**src/rtl/spiDbufPkg.sv**
```systemverilog
package spiDbufPkg;
  localparam int BYTE_W = 8;
  localparam int ADDR_W = 3;

  localparam logic [ADDR_W-1:0] REG_TX   = 3'd0;
  localparam logic [ADDR_W-1:0] REG_RX   = 3'd1;
  localparam logic [ADDR_W-1:0] REG_EVT  = 3'd2;
  localparam logic [ADDR_W-1:0] REG_STAT = 3'd3;
  localparam logic [ADDR_W-1:0] REG_DIV  = 3'd4;

  // strobes from the sequencer to the datapath
  typedef struct packed {
    logic load;    // move held byte into the shifter
    logic shift;   // advance MOSI on a falling SCK
    logic sample;  // capture MISO on a rising SCK
    logic done;    // byte finished on this edge
  } spiStrobe_t;
endpackage

```
**src/rtl/spiByteFifo.sv**
```systemverilog
module spiByteFifo #(
  parameter int WIDTH = 8,
  parameter int DEPTH = 2
) (
  input  logic             clk,
  input  logic             rstN,
  input  logic             push,
  input  logic             pop,
  input  logic [WIDTH-1:0] din,
  output logic [WIDTH-1:0] dout,
  output logic             full,
  output logic             empty,
  output logic             dropped
);
  localparam int CNT_W = $clog2(DEPTH + 1);

  logic [CNT_W-1:0] count;
  logic doPush, doPop;

  assign empty   = (count == '0);
  assign full    = (count == CNT_W'(DEPTH));
  assign doPop   = pop && !empty;
  assign doPush  = push && (!full || doPop);
  assign dropped = push && !doPush;

  always_ff @(posedge clk or negedge rstN) begin
    if (!rstN) count <= '0;
    else if (doPush && !doPop) count <= count + 1'b1;
    else if (doPop && !doPush) count <= count - 1'b1;
  end

  generate
    if (DEPTH == 1) begin : g_single
      logic [WIDTH-1:0] slot;
      always_ff @(posedge clk or negedge rstN) begin
        if (!rstN) slot <= '0;
        else if (doPush) slot <= din;
      end
      assign dout = slot;
    end else begin : g_ring
      localparam int PTR_W = $clog2(DEPTH);
      logic [WIDTH-1:0] mem [DEPTH];
      logic [PTR_W-1:0] rdPtr, wrPtr;

      function automatic logic [PTR_W-1:0] bump(input logic [PTR_W-1:0] p);
        return (p == PTR_W'(DEPTH - 1)) ? '0 : p + 1'b1;
      endfunction

      always_ff @(posedge clk or negedge rstN) begin
        if (!rstN) begin
          rdPtr <= '0;
          wrPtr <= '0;
        end else begin
          if (doPush) wrPtr <= bump(wrPtr);
          if (doPop)  rdPtr <= bump(rdPtr);
        end
      end

      always_ff @(posedge clk) begin
        if (doPush) mem[wrPtr] <= din;
      end

      assign dout = empty ? '0 : mem[rdPtr];
    end
  endgenerate
endmodule

```
**src/rtl/spiCtrl.sv**
```systemverilog
module spiCtrl
  import spiDbufPkg::*;
#(
  parameter int DIV_W = 8
) (
  input  logic             clk,
  input  logic             rstN,
  input  logic             txAvail,
  input  logic [DIV_W-1:0] divVal,
  output logic             sck,
  output logic             active,
  output spiStrobe_t       strobe
);
  localparam int BIT_W = $clog2(BYTE_W);

  typedef enum logic {S_IDLE, S_RUN} ctlState_t;

  ctlState_t        state;
  logic [DIV_W-1:0] divCnt;
  logic [BIT_W-1:0] bitCnt;
  logic             tick, lastBit;

  assign active  = (state == S_RUN);
  assign tick    = active && (divCnt >= divVal);
  assign lastBit = (bitCnt == BIT_W'(BYTE_W - 1));

  always_comb begin
    strobe        = '0;
    strobe.sample = tick && !sck;
    strobe.shift  = tick && sck && !lastBit;
    strobe.done   = tick && sck && lastBit;
    strobe.load   = (!active && txAvail) || (strobe.done && txAvail);
  end

  always_ff @(posedge clk or negedge rstN) begin
    if (!rstN) begin
      state  <= S_IDLE;
      divCnt <= '0;
      bitCnt <= '0;
      sck    <= 1'b0;
    end else begin
      case (state)
        S_IDLE: begin
          divCnt <= '0;
          bitCnt <= '0;
          sck    <= 1'b0;
          if (txAvail) state <= S_RUN;
        end
        S_RUN: begin
          if (tick) begin
            divCnt <= '0;
            if (!sck) begin
              sck <= 1'b1;
            end else begin
              sck <= 1'b0;
              if (lastBit) begin
                bitCnt <= '0;
                if (!txAvail) state <= S_IDLE;
              end else begin
                bitCnt <= bitCnt + 1'b1;
              end
            end
          end else begin
            divCnt <= divCnt + 1'b1;
          end
        end
        default: state <= S_IDLE;
      endcase
    end
  end
endmodule

```
**src/rtl/spiDatapath.sv**
```systemverilog
module spiDatapath
  import spiDbufPkg::*;
#(
  parameter int              DIV_W     = 8,
  parameter logic [DIV_W-1:0] DIV_RESET = '0,
  parameter int              TX_HOLD   = 1,
  parameter int              RX_DEPTH  = 2
) (
  input  logic              clk,
  input  logic              rstN,
  input  logic              busWr,
  input  logic              busRd,
  input  logic [ADDR_W-1:0] busAddr,
  input  logic [BYTE_W-1:0] busWdata,
  output logic [BYTE_W-1:0] busRdata,
  input  logic              miso,
  output logic              mosi,
  input  spiStrobe_t        strobe,
  output logic              txAvail,
  output logic [DIV_W-1:0]  divVal,
  output logic              evtFlag,
  output logic [1:0]        statFlags
);
  logic [BYTE_W-1:0] holdOut, rxOut, txShift, rxShift;
  logic holdFull, holdEmpty, holdDrop;
  logic rxFull, rxEmpty, rxDrop;
  logic wrTx, wrEvt, wrStat, wrDiv, rdRx;

  assign wrTx   = busWr && (busAddr == REG_TX);
  assign wrEvt  = busWr && (busAddr == REG_EVT);
  assign wrStat = busWr && (busAddr == REG_STAT);
  assign wrDiv  = busWr && (busAddr == REG_DIV);
  assign rdRx   = busRd && (busAddr == REG_RX);

  spiByteFifo #(.WIDTH(BYTE_W), .DEPTH(TX_HOLD)) u_hold (
    .clk(clk), .rstN(rstN), .push(wrTx), .pop(strobe.load), .din(busWdata),
    .dout(holdOut), .full(holdFull), .empty(holdEmpty), .dropped(holdDrop)
  );

  spiByteFifo #(.WIDTH(BYTE_W), .DEPTH(RX_DEPTH)) u_rxq (
    .clk(clk), .rstN(rstN), .push(strobe.done), .pop(rdRx), .din(rxShift),
    .dout(rxOut), .full(rxFull), .empty(rxEmpty), .dropped(rxDrop)
  );

  assign txAvail = !holdEmpty;
  assign mosi    = txShift[BYTE_W-1];

  always_ff @(posedge clk or negedge rstN) begin
    if (!rstN) begin
      txShift <= '0;
      rxShift <= '0;
    end else begin
      if (strobe.load)       txShift <= holdOut;
      else if (strobe.shift) txShift <= {txShift[BYTE_W-2:0], 1'b0};
      if (strobe.sample)     rxShift <= {rxShift[BYTE_W-2:0], miso};
    end
  end

  always_ff @(posedge clk or negedge rstN) begin
    if (!rstN) begin
      evtFlag   <= 1'b0;
      statFlags <= '0;
      divVal    <= DIV_RESET;
    end else begin
      if (strobe.done)                 evtFlag <= 1'b1;
      else if (wrEvt && !busWdata[0])  evtFlag <= 1'b0;

      if (holdDrop)                     statFlags[0] <= 1'b1;
      else if (wrStat && busWdata[0])   statFlags[0] <= 1'b0;

      if (rxDrop)                       statFlags[1] <= 1'b1;
      else if (wrStat && busWdata[1])   statFlags[1] <= 1'b0;

      if (wrDiv) divVal <= DIV_W'(busWdata);
    end
  end

  always_comb begin
    case (busAddr)
      REG_RX:   busRdata = rxOut;
      REG_EVT:  busRdata = {{(BYTE_W-1){1'b0}}, evtFlag};
      REG_STAT: busRdata = {{(BYTE_W-2){1'b0}}, statFlags};
      REG_DIV:  busRdata = BYTE_W'(divVal);
      default:  busRdata = '0;
    endcase
  end

  logic unusedFlags;
  assign unusedFlags = holdFull ^ rxFull ^ rxEmpty;
endmodule

```
**src/rtl/spiDbufMaster.sv**
```systemverilog
module spiDbufMaster
  import spiDbufPkg::*;
#(
  parameter int              DIV_W     = 8,
  parameter logic [DIV_W-1:0] DIV_RESET = '0,
  parameter int              TX_HOLD   = 1,
  parameter int              RX_DEPTH  = 2
) (
  input  logic              clk,
  input  logic              rstN,
  input  logic              busWr,
  input  logic              busRd,
  input  logic [ADDR_W-1:0] busAddr,
  input  logic [BYTE_W-1:0] busWdata,
  output logic [BYTE_W-1:0] busRdata,
  output logic              sck,
  output logic              mosi,
  input  logic              miso,
  output logic              busy
);
  spiStrobe_t       strobe;
  logic             txAvail, active, evtFlag;
  logic [DIV_W-1:0] divVal;
  logic [1:0]       statFlags;

  spiCtrl #(.DIV_W(DIV_W)) u_ctrl (
    .clk(clk), .rstN(rstN), .txAvail(txAvail), .divVal(divVal),
    .sck(sck), .active(active), .strobe(strobe)
  );

  spiDatapath #(
    .DIV_W(DIV_W), .DIV_RESET(DIV_RESET), .TX_HOLD(TX_HOLD), .RX_DEPTH(RX_DEPTH)
  ) u_dp (
    .clk(clk), .rstN(rstN), .busWr(busWr), .busRd(busRd), .busAddr(busAddr),
    .busWdata(busWdata), .busRdata(busRdata), .miso(miso), .mosi(mosi),
    .strobe(strobe), .txAvail(txAvail), .divVal(divVal), .evtFlag(evtFlag),
    .statFlags(statFlags)
  );

  assign busy = active || txAvail;
endmodule

```
**config.mk**
```make
export PLATFORM = sky130hd
export DESIGN_NAME = spiDbufMaster
export DESIGN_NICKNAME = d
export VERILOG_FILES = /design/src/rtl/spiDbufPkg.sv /design/src/rtl/spiByteFifo.sv /design/src/rtl/spiCtrl.sv /design/src/rtl/spiDatapath.sv /design/src/rtl/spiDbufMaster.sv
export SDC_FILE = /design/constraint.sdc
export NUM_CORES = 1
export LEC_CHECK = 0
export BUFFER_PORTS_ARGS = -buffer_cell sky130_fd_sc_hd__buf_2
export CAP_MARGIN = 25
export CORE_UTILIZATION = 35
export DETAILED_ROUTE_END_ITERATION = 6
export GPL_ROUTABILITY_DRIVEN = 0
export PLACE_DENSITY = 0.58
export SYNTH_ARGS = -nofsm -noshare
export SYNTH_HDL_FRONTEND = slang
export SYNTH_SLANG_ARGS = --single-unit
```
**constraint.sdc**
```tcl
create_clock -name clk -period 7.3 [get_ports clk]
set_input_delay 0.365 -clock clk [delete_from_list [all_inputs] [get_ports clk]]
set_output_delay 0.365 -clock clk [all_outputs]
set_load 0.02 [all_outputs]
```
==> flow_metrics.py, run 1 <==
metrics = {
    "run_status": {
        "status": "complete, no violations",
    },
    "layout": {
        "final_area_um2": 3610,
        "drive_above_1_share_pct": 24.7,
        "final_net_count": 327,
        "fillers": 866,
        "diodes": 0,
        "synthToLayoutAreaGrowth_pct": 13.5,
    },
    "logic_synthesis": {
        "yosysWarnings": 0,
        "synthDistinctLibCells": 50,
        "synth_edf_count": 16,
        "ys.flop_type": "dfrtp_1",
        "avgSynthCellArea_um2": 11.8,
        "synthCells": 269,
        "yosys-top-cells-area": "dfrtp_1 (42%), edfxtp_1 (15%), mux2_2 (6.4%), ha_1 (4.7%), inv_1 (3.3%)",
        "post-synth-top-count-cell": "dfrtp_1",
        "synth_top_cell_by_area": "dfrtp_1",
        "yosysTopAreaCellShare_pct": 41.7,
        "seq_area_frac_synth_pct": 56.8,
        "synth.cells.most_frequent": "dfrtp_1 (53), inv_1 (28), nand2_1 (22)",
        "synth_nets": 297,
        "synth-seq-cells": 69,
        "async_flop_share_pct": 76.8,
        "netlist_area_um2": 3180,
    },
    "drt": {
        "postRouteAntennaNets": 0,
        "firstDrtPassIters": 4,
        "first_iter_violations": 93,
        "drt_wl_total_um": 5830,
        "vias_per_cell": 4.85,
        "vias": 1998,
        "route.detailed.drc": 0,
        "wl_per_cell_um": 14.2,
    },
    "critical_path": {
        "rrSetupSlack_ns": 4.44,
        "path_class": "flop to flop",
        "worstPathMaxFanout": 11,
        "r2r_cells": 11,
        "cp-start-kind": "flop",
        "crit_end": "u_dp.u_rxq.count[1]",
        "required_ns": 7.58,
        "critPathCaptureType": "flop",
        "rr_endpoint": "u_dp.u_rxq.count[1]",
        "rr_startpoint": "u_ctrl.divCnt[0]",
        "arrival_ns": 3.14,
        "cp-startpoint": "u_ctrl.divCnt[0]",
    },
    "cts": {
        "clock-sinks": 69,
        "clockRootBuffer": "clkbuf_8",
        "h-tree-depth": 3,
        "cts_tree": "built",
        "ctsResizeCount": 0,
        "clkLatencyLatePin_ns": 0.35,
        "clock_path_buffers": 2,
        "ctsHoldBuffers": 0,
        "path_clk_slew_ns": 0.08,
        "post-cts-setup-buffers": 0,
        "cts_buffers": 9,
    },
    "floorplan": {
        "rows": 34,
        "die_height_um": 97.3,
        "fp.dieW_um": 97.3,
        "core_um2": 8760,
        "dieArea_um2": 9470,
        "pin_count": 27,
        "start_util_pct": 36.3,
    },
    "run": {
        "drv_cap": 0,
    },
    "sta": {
        "finalSetupTns_ns": 0,
        "slew_headroom_pct": 48.0,
        "fmax_ghz": 0.350,
        "final.period_utilization_pct": 39.2,
        "setup_viol": 0,
        "timing.hold.ws_ns": 0.139,
        "fin_skew_ns": 0.00819,
        "hold_viol": 0,
        "rsz0062_at_grt": "false",
        "maxSlewViolCount": 0,
        "tightestPinTransition_ns": 0.774,
        "finalCriticalPeriod_ns": 2.86,
    },
    "placed_design": {
        "hpwl_um": 4250,
        "io_buffers": 26,
        "placed_area_um2": 3410,
    },
    "global_routing": {
        "grt_max_degree": 54,
        "grt_overflow": 0,
        "grt_pass1_vias": 2117,
        "antenna_found_initial": 0,
        "grt.total_usage_pct": 13.9,
        "grt_pass1_wl_um": 10200,
    },
    "power_and_ir_drop": {
        "seqPwrFrac_pct": 48.4,
        "intPower_mw": 0.801,
        "swShare_pct": 32.2,
        "ir_drop_mv": 0.166,
        "p_per_area_nw_per_um2": 327,
        "pwr-share-comb_pct": 25.4,
        "p_switching_mw": 0.381,
        "leakage_nw": 1.68,
        "clkPwrFrac_pct": 26.2,
    },
    "worst_hold_path": {
        "hold_path_class": "input pin to asynchronous set/reset pin",
    },
}
[cell type report]
type / instances / area [um^2] / area share [%]
clock buffers: 9 / 124 / 3.43
clock inverters: 7 / 75.1 / 2.08
inverters: 28 / 105 / 2.91
multi-input cells: 164 / 1220 / 33.9
flip-flops and latches: 69 / 1810 / 50.1
well taps: 108 / 135 / 3.74
repair buffers: 27 / 138 / 3.81
[power groups by stage]
stage,registers [mW],clock network [mW],logic (mW)
2_1_floorplan,0.557,0,0.244
3_3_place_gp,0.578,0,0.295
3_5_place_dp,0.581,0,0.301
4_1_cts,0.573,0.320,0.305
5_1_grt,0.586,0.338,0.342
6_report,0.571,0.310,0.301
[stage by stage]
| step | power [mW] | std cells | util [%] | setup slack (ns) |
|---|---|---|---|---|
| final | 1.18 | 412 | 41.2 | 4.44 |
| after global routing | 1.27 | 412 | 41.2 | 4.22 |
| after CTS | 1.20 | 412 | 41.2 | 4.44 |
| after detailed placement | 0.882 | 396 | 38.9 | 4.46 |
| after global placement | 0.873 | 396 | 38.9 | 4.50 |
| after floorplan | 0.800 | 269 | - | 4.90 |
[cells by family after synthesis]
group | count (synthesis) | synth area share (%)
adders and majority gates | 12 | 4.72
DFF | 69 | 56.8
muxes | 27 | 9.21
buffers and inverters | 36 | 4.68
and+or+nand+nor | 69 | 11.1
xor gates and xnor gates | 11 | 3.03
AOI/OAI and AO/OA | 45 | 10.5
[critical path: stages, from the launching register on]
cell and delay, ns:
dfrtp_1 0.42, inv_1 0.06, ha_1 0.26, nand2b_4 0.13, a2111o_1 0.42, and4_4 0.22
nor2_2 0.33, or3_1 0.28, inv_1 0.07, ha_1 0.32, nor2_1 0.13, xor2_1 0.15
[cell usage in the layout, fill, tap and decap left out, types with 2 or more instances in the layout]
master / count
nand3_1: 6
ha_1: 12
and3_1: 3
or2_2: 2
xor2_1: 7
mux2_2: 18
mux2i_1: 9
a21oi_1: 3
nor2_1: 19
o21ai_0: 18
nand4_1: 2
clkbuf_8: 9
clkinv_4: 3
xnor2_1: 4
nor3_1: 2
inv_1: 28
or3_1: 2
a222oi_1: 7
edfxtp_1: 16
dfrtp_1: 53
a21boi_2: 2
buf_2: 26
nand2_1: 22
clkinv_2: 2
[flip-flops by register name (all words and copies together), names as in the netlist]
register / flops
u_dp.u_rxq.count: 2
u_dp.statFlags: 2
u_dp.u_rxq.g_ring.wrPtr: 1
u_ctrl.divCnt: 8
u_dp.u_hold.dout: 8
u_dp.rxShift: 8
u_dp.divVal: 8
u_ctrl.bitCnt: 3
u_dp.u_rxq.g_ring.rdPtr: 1
u_dp.evtFlag: 1
u_dp.u_hold.full: 1
u_dp.txShift: 8
u_dp.u_rxq.g_ring.mem: 16
u_ctrl.sck: 1
u_ctrl.active: 1
[worst min path at each step]
stage | slack, ns | depth (start not counted) | to
2_1_floorplan | 0.07 | 0 | u_ctrl.active
3_3_place_gp | 0.46 | 0 | u_dp.u_rxq.g_ring.mem[0][7]
3_5_place_dp | 0.46 | 0 | u_dp.u_rxq.g_ring.mem[0][7]
4_1_cts | 0.16 | 2 | u_dp.txShift[3]
5_1_grt | 0.20 | 2 | u_dp.divVal[0]
6_report | 0.14 | 2 | u_dp.u_hold.dout[1]
[routing by layer]
layer | up-vias | GRT usage [%] | routed length, um
met4 | 0 | 6.45 | 121
met1 | 957 | 17.7 | 2920
li1 | 1006 | - | -
met5 | - | 0 | 0
met3 | 10 | 4.24 | 159
met2 | 25 | 21.7 | 2630
Power figures use the tool's default switching activity.
==> inputs of run 2 (changes only) <==
Settings changed: PLACE_DENSITY 0.58 to 0.6.
Clock period 7.3 ns to 2.4 ns, I/O delays scaled along.
==> run 2 against run 1 <==
Compared with the run above: via count increased by 8.5%; routed wire length increased by 9.4%; non-clock buffer count increased by 24; largest power group unchanged; clock power increased to 3.5 times the previous value; critical path type unchanged.
==> flow_metrics.py, run 2 (synthesis gave the netlist of run 1 again) <==
metrics = {
    "sta": {
        "fmax_ghz": 0.425,
        "slew_headroom_pct": 60.3,
        "setup_viol": 0,
        "finalCriticalPeriod_ns": 2.35,
        "maxSlewViolCount": 0,
        "final.period_utilization_pct": 98.0,
        "fin_skew_ns": 0.00970,
        "rsz0062_at_grt": "true",
        "tightestPinTransition_ns": 0.593,
        "hold_viol": 0,
    },
    "global_routing": {
        "grt_pass1_wl_um": 10700,
        "grt_max_degree": 24,
        "antenna_found_initial": 0,
        "grt.total_usage_pct": 14.4,
        "grt_overflow": 0,
        "grt_pass1_vias": 2151,
    },
    "critical_path": {
        "cp_cell_sequence": "ha_4 -> and3_4 -> nand2_1 -> a21boi_4 -> nor2_4 -> or3_4 -> inv_4 -> ha_4 -> xor2_1 -> nor2_2 -> xor2_1",
        "critical_path.top_delay_family": "simple AND/OR/NAND/NOR gates",
        "crit_path_top_delay_cell": "dfrtp_1",
        "path_class": "flop to flop",
        "rrSetupSlack_ns": 0.05,
        "cp-start-kind": "flop",
        "critPathCaptureType": "flop",
        "arrival_ns": 2.58,
        "worstPathMaxFanout": 3,
        "slowest_delay_ns": 0.42,
        "cp.buffers_inverters": 1,
        "required_ns": 2.63,
    },
    "layout": {
        "layout_commonest_cell": "dfrtp_1",
        "synthToLayoutAreaGrowth_pct": 23.9,
        "final_cell_mix": "dfrtp_1 (53), inv_1 (27), buf_2 (26)",
        "multi_input_area_um2": 1320,
        "fin_util_pct": 45.0,
        "largest_register": "u_dp.u_rxq.g_ring.mem",
        "final_net_count": 351,
        "layout.area.seq_um2": 1810,
        "fillers": 826,
        "largest_reg_flops": 16,
        "drive_above_1_share_pct": 32.3,
        "diodes": 0,
    },
    "cts": {
        "cts_tree": "built",
        "clock-sinks": 69,
        "h-tree-depth": 3,
        "clockRootBuffer": "clkbuf_8",
        "cts_buffers": 9,
        "clkLatencyLatePin_ns": 0.34,
        "clock_path_buffers": 2,
        "path_clk_slew_ns": 0.07,
    },
    "placed_design": {
        "io_buffers": 26,
        "hpwl_um": 4630,
    },
    "power_and_ir_drop": {
        "ir_drop_mv": 0.355,
        "p_per_area_nw_per_um2": 993,
        "leakage_nw": 1.83,
        "power_mw": 3.91,
    },
    "floorplan": {
        "die_height_um": 97.3,
        "dieArea_um2": 9470,
        "rows": 34,
        "start_util_pct": 36.3,
        "pin_count": 27,
        "core_um2": 8760,
        "fp.dieW_um": 97.3,
    },
    "run": {
        "drv_cap": 0,
    },
    "drt": {
        "drt_wl_total_um": 6380,
        "wl_per_cell_um": 14.6,
        "route.detailed.drc": 0,
        "firstDrtPassIters": 5,
        "first_iter_violations": 73,
        "vias_per_cell": 4.97,
        "vias": 2167,
        "postRouteAntennaNets": 0,
    },
    "run_status": {
        "status": "complete, no violations",
    },
    "worst_hold_path": {
        "hold_path_class": "input pin to flop",
    },
}
-- run 2: per-layer routing --
| metal | vias up | global-route usage, % | part of all wire, % |
|---|---|---|---|
| met5 | - | 0 | 0 |
| met4 | 0 | 6.45 | 2.4 |
| met3 | 12 | 3.96 | 3.8 |
| met2 | 39 | 22.2 | 47 |
| met1 | 1051 | 19.0 | 46 |
| li1 | 1065 | - | - |
-- run 2: worst register-to-register path: cells and delay by family, from the launching register on --
family,cells,cell delay (ns)
simple gates,5,0.79
fa+ha+maj,2,0.43
buf+inv,1,0.07
flops,1,0.42
xor+xnor,2,0.30
compound gates,1,0.22
-- run 2: layout make-up --
cell class | count | area share, %
Tap cell | 108 | 3.43
Clock inverter | 5 | 2.10
Clock buffer | 11 | 3.87
Timing Repair Buffer | 51 | 8.57
Inverter | 28 | 2.73
Sequential cell | 69 | 45.8
Multi-Input combinational cell | 164 | 33.5
-- run 2: final timing paths --
kind	depth (start not counted)	end	start
setup reg to reg	11	u_dp.u_rxq.count[1]	u_ctrl.divCnt[7]
setup / recovery	11	u_dp.u_rxq.count[1]	u_ctrl.divCnt[7]
hold reg to reg	0	u_dp.u_rxq.g_ring.mem[0][7]	u_dp.rxShift[7]
min in group asynchronous	2	u_ctrl.bitCnt[2]	rstN
hold / removal	3	u_dp.divVal[6]	busWdata[6]
max in group asynchronous	3	u_dp.u_hold.dout[0]	rstN
-- run 2: through the flow --
stage          hold WS (ns)  TNS (ns)  instances  setup slack, ns  area, um^2
6_report             0.0180         0        436           0.0484        3940
5_1_grt             0.00222    -0.266        436          -0.0406        3940
4_1_cts             0.00454         0        432          0.00996        3810
3_5_place_dp          0.152   -0.0208        414          -0.0208        3550
3_3_place_gp          0.145         0        414           0.0420        3550
2_1_floorplan        -0.176         0        269           0.0337        3190
-- run 2: timing repair --
action                                 CTS  global route
setup buffers                            0             4
pin swaps                                3             9
endpoints found under the hold margin   22             0
setup endpoints to repair                1            26
gates cloned                             0             0
gates resized for setup                  1            20
hold buffers                             2             0
-- run 2: power breakdown --
group / leakage (nW) / internal (mW) / total, mW / switching [mW]
registers: 0.800 / 1.50 / 1.73 / 0.226
clock network: 0.119 / 0.650 / 1.08 / 0.435
logic: 0.907 / 0.565 / 1.10 / 0.536
==> inputs of run 3 (changes only) <==
Settings changed: CORE_ASPECT_RATIO set to 0.75, PLACE_DENSITY 0.6 to 0.58.
Clock period 2.4 ns to 2.3 ns, I/O delays scaled along.
==> run 3 against run 2 <==
Compared with the run above: the flow now finishes with violations (DRC, setup timing); sequential share of layout area is 3.7 points lower; hold slack worse by 0.0063 ns; via count is 2.8% higher; count of clock-buffer cells in the layout shrank 2; final area grew 8.8%; critical path depth shrank 2; cell count increased by 3.7%; die area hardly changed; core utilization increased by 4.7 points.
==> flow_metrics.py, run 3 (synthesis gave the netlist of run 1 again) <==
metrics = {
    "critical_path": {
        "rrSetupSlack_ns": -0.07,
        "rr_startpoint": "u_ctrl.divCnt[2]",
        "cp.buffers_inverters": 2,
        "crit_path_top_delay_cell": "dfrtp_1",
        "path_class": "flop to flop",
        "crit_top_cell": "nor2_4",
        "cp_cell_sequence": "ha_1 -> nor3_1 -> nor2_1 -> and4_4 -> nor2_4 -> or3_4 -> buf_4 -> nor2_4 -> buf_6",
        "slowest_delay_ns": 0.40,
        "required_ns": 2.35,
        "cp-start-kind": "flop",
        "critPathCaptureType": "flop",
        "r2r_cells": 9,
        "critical_path.top_delay_family": "simple AND/OR/NAND/NOR gates",
        "worstPathMaxFanout": 6,
        "arrival_ns": 2.42,
        "rr_endpoint": "u_dp.u_rxq.g_ring.mem[1][1]",
    },
    "power_and_ir_drop": {
        "p_per_area_nw_per_um2": 1120,
        "pwr-share-comb_pct": 28.7,
        "intPower_mw": 3.38,
        "ir_drop_mv": 0.452,
        "seqPwrFrac_pct": 37.8,
        "swShare_pct": 29.5,
        "clkPwrFrac_pct": 33.5,
        "power_mw": 4.79,
        "p_switching_mw": 1.42,
        "leakage_nw": 2.00,
    },
    "drt": {
        "first_iter_violations": 86,
        "route.detailed.drc": 1,
        "drt_wl_total_um": 6970,
        "vias_per_cell": 4.93,
        "wl_per_cell_um": 15.4,
        "vias": 2227,
        "firstDrtPassIters": 6,
        "postRouteAntennaNets": 0,
    },
    "placed_design": {
        "dp_slack_ns": -0.157,
        "hpwl_um": 4910,
        "placed_area_um2": 3620,
        "io_buffers": 26,
    },
    "floorplan": {
        "die_height_um": 84.6,
        "start_util_pct": 36.8,
        "dieArea_um2": 9480,
        "rows": 29,
        "core_um2": 8640,
        "fp.dieW_um": 112,
        "pin_count": 27,
    },
    "sta": {
        "setup_slack_ns": -0.0694,
        "finalCriticalPeriod_ns": 2.37,
        "setup_viol": 17,
        "fin_skew_ns": 0.00577,
        "tightestPinTransition_ns": 0.595,
        "maxSlewViolCount": 0,
        "fmax_ghz": 0.422,
        "slew_headroom_pct": 60.1,
        "hold_viol": 0,
        "final.period_utilization_pct": 103,
        "rsz0062_at_grt": "true",
    },
    "global_routing": {
        "grt_pass1_wl_um": 11600,
        "grt_util_met1_pct": 21.2,
        "grt_use_met3_pct": 3.68,
        "grt.total_usage_pct": 16.1,
        "grt_overflow": 0,
        "grt_pass1_vias": 2284,
        "grt_max_degree": 34,
        "busiest_layer": "met2",
        "antenna_found_initial": 0,
        "met2_usage_pct": 25.5,
    },
    "layout": {
        "final_area_um2": 4290,
        "multi_input_area_um2": 1420,
        "drive_above_1_share_pct": 39.2,
        "fillers": 766,
        "fin_util_pct": 49.6,
        "final_cell_mix": "dfrtp_1 (53), buf_4 (34), buf_2 (26)",
        "final_net_count": 367,
        "largest_register": "u_dp.u_rxq.g_ring.mem",
        "synthToLayoutAreaGrowth_pct": 34.8,
        "layout.area.seq_um2": 1810,
        "layout_commonest_cell": "dfrtp_1",
        "largest_reg_flops": 16,
        "diodes": 0,
    },
    "worst_hold_path": {
        "min_path_cells": 2,
        "worstHoldEndpoint": "u_dp.rxShift[0]",
        "min_from": "miso",
        "hold_path_class": "input pin to flop",
    },
    "cts": {
        "path_clk_slew_ns": 0.06,
        "cts_buffers": 9,
        "clock-sinks": 69,
        "clock_path_buffers": 2,
        "clkLatencyLatePin_ns": 0.33,
        "h-tree-depth": 3,
        "cts_tree": "built",
        "clockRootBuffer": "clkbuf_16",
    },
    "run_status": {
        "status": "complete, but fails checks",
        "violations": "DRC, setup timing",
    },
    "run": {
        "drv_cap": 0,
    },
}
## run 3: what timing repair did
item / CTS / global route
hold buffers: 1 / 0
gates resized for setup: 20 / 24
setup endpoints to repair: 33 / 39
hold endpoints to repair: 20 / 0
buffers inserted: 4 / 8
pin swaps: 9 / 14
## run 3: power by group through the flow
stage / Sequential (mW) / Combinational (mW) / Clock [mW]
6_report: 1.81 / 1.37 / 1.61
5_1_grt: 1.85 / 1.53 / 1.69
4_1_cts: 1.81 / 1.29 / 1.65
3_5_place_dp: 1.82 / 1.16 / 0
3_3_place_gp: 1.81 / 1.13 / 0
2_1_floorplan: 1.77 / 0.775 / 0
## run 3: final cells by class
| type | count | share of cell area, % |
|---|---|---|
| multi-input combinational | 164 | 33.1 |
| inverter | 28 | 2.51 |
| timing repair buffer | 67 | 11.0 |
| tap | 108 | 3.15 |
| sequential | 69 | 42.1 |
| clock inverter | 7 | 2.86 |
| clock buffer | 9 | 5.25 |
## run 3: through the flow
step	hold slack [ns]	std cells	setup TNS, ns
floorplan	-0.181	269	-0.903
global placement	0.104	424	-0.771
detailed placement	0.111	424	-2.58
CTS	0.00262	445	-0.764
global route	0.0313	452	-2.71
finish	0.0118	452	-1.02
## run 3: how the worst max path moves through the flow
stage                           from                          end  slack [ns]  depth (start not counted)
CTS                 u_ctrl.divCnt[0]          u_dp.u_rxq.count[1]        -0.1                         12
floorplan           u_ctrl.divCnt[0]  u_dp.u_rxq.g_ring.mem[1][0]       -0.06                          8
global route          u_dp.divVal[2]  u_dp.u_rxq.g_ring.mem[1][5]       -0.16                         10
finish              u_ctrl.divCnt[2]  u_dp.u_rxq.g_ring.mem[1][1]       -0.07                          9
global placement      u_dp.divVal[7]          u_dp.u_rxq.count[1]       -0.05                         11
detailed placement    u_dp.divVal[7]          u_dp.u_rxq.count[1]       -0.16                         12
## run 3: metal layers
| layer | vias up | wire, um |
|---|---|---|
| met4 | 0 | 148 |
| met1 | 1088 | 3380 |
| met5 | - | 0 |
| met2 | 29 | 3240 |
| li1 | 1096 | - |
| met3 | 14 | 199 |
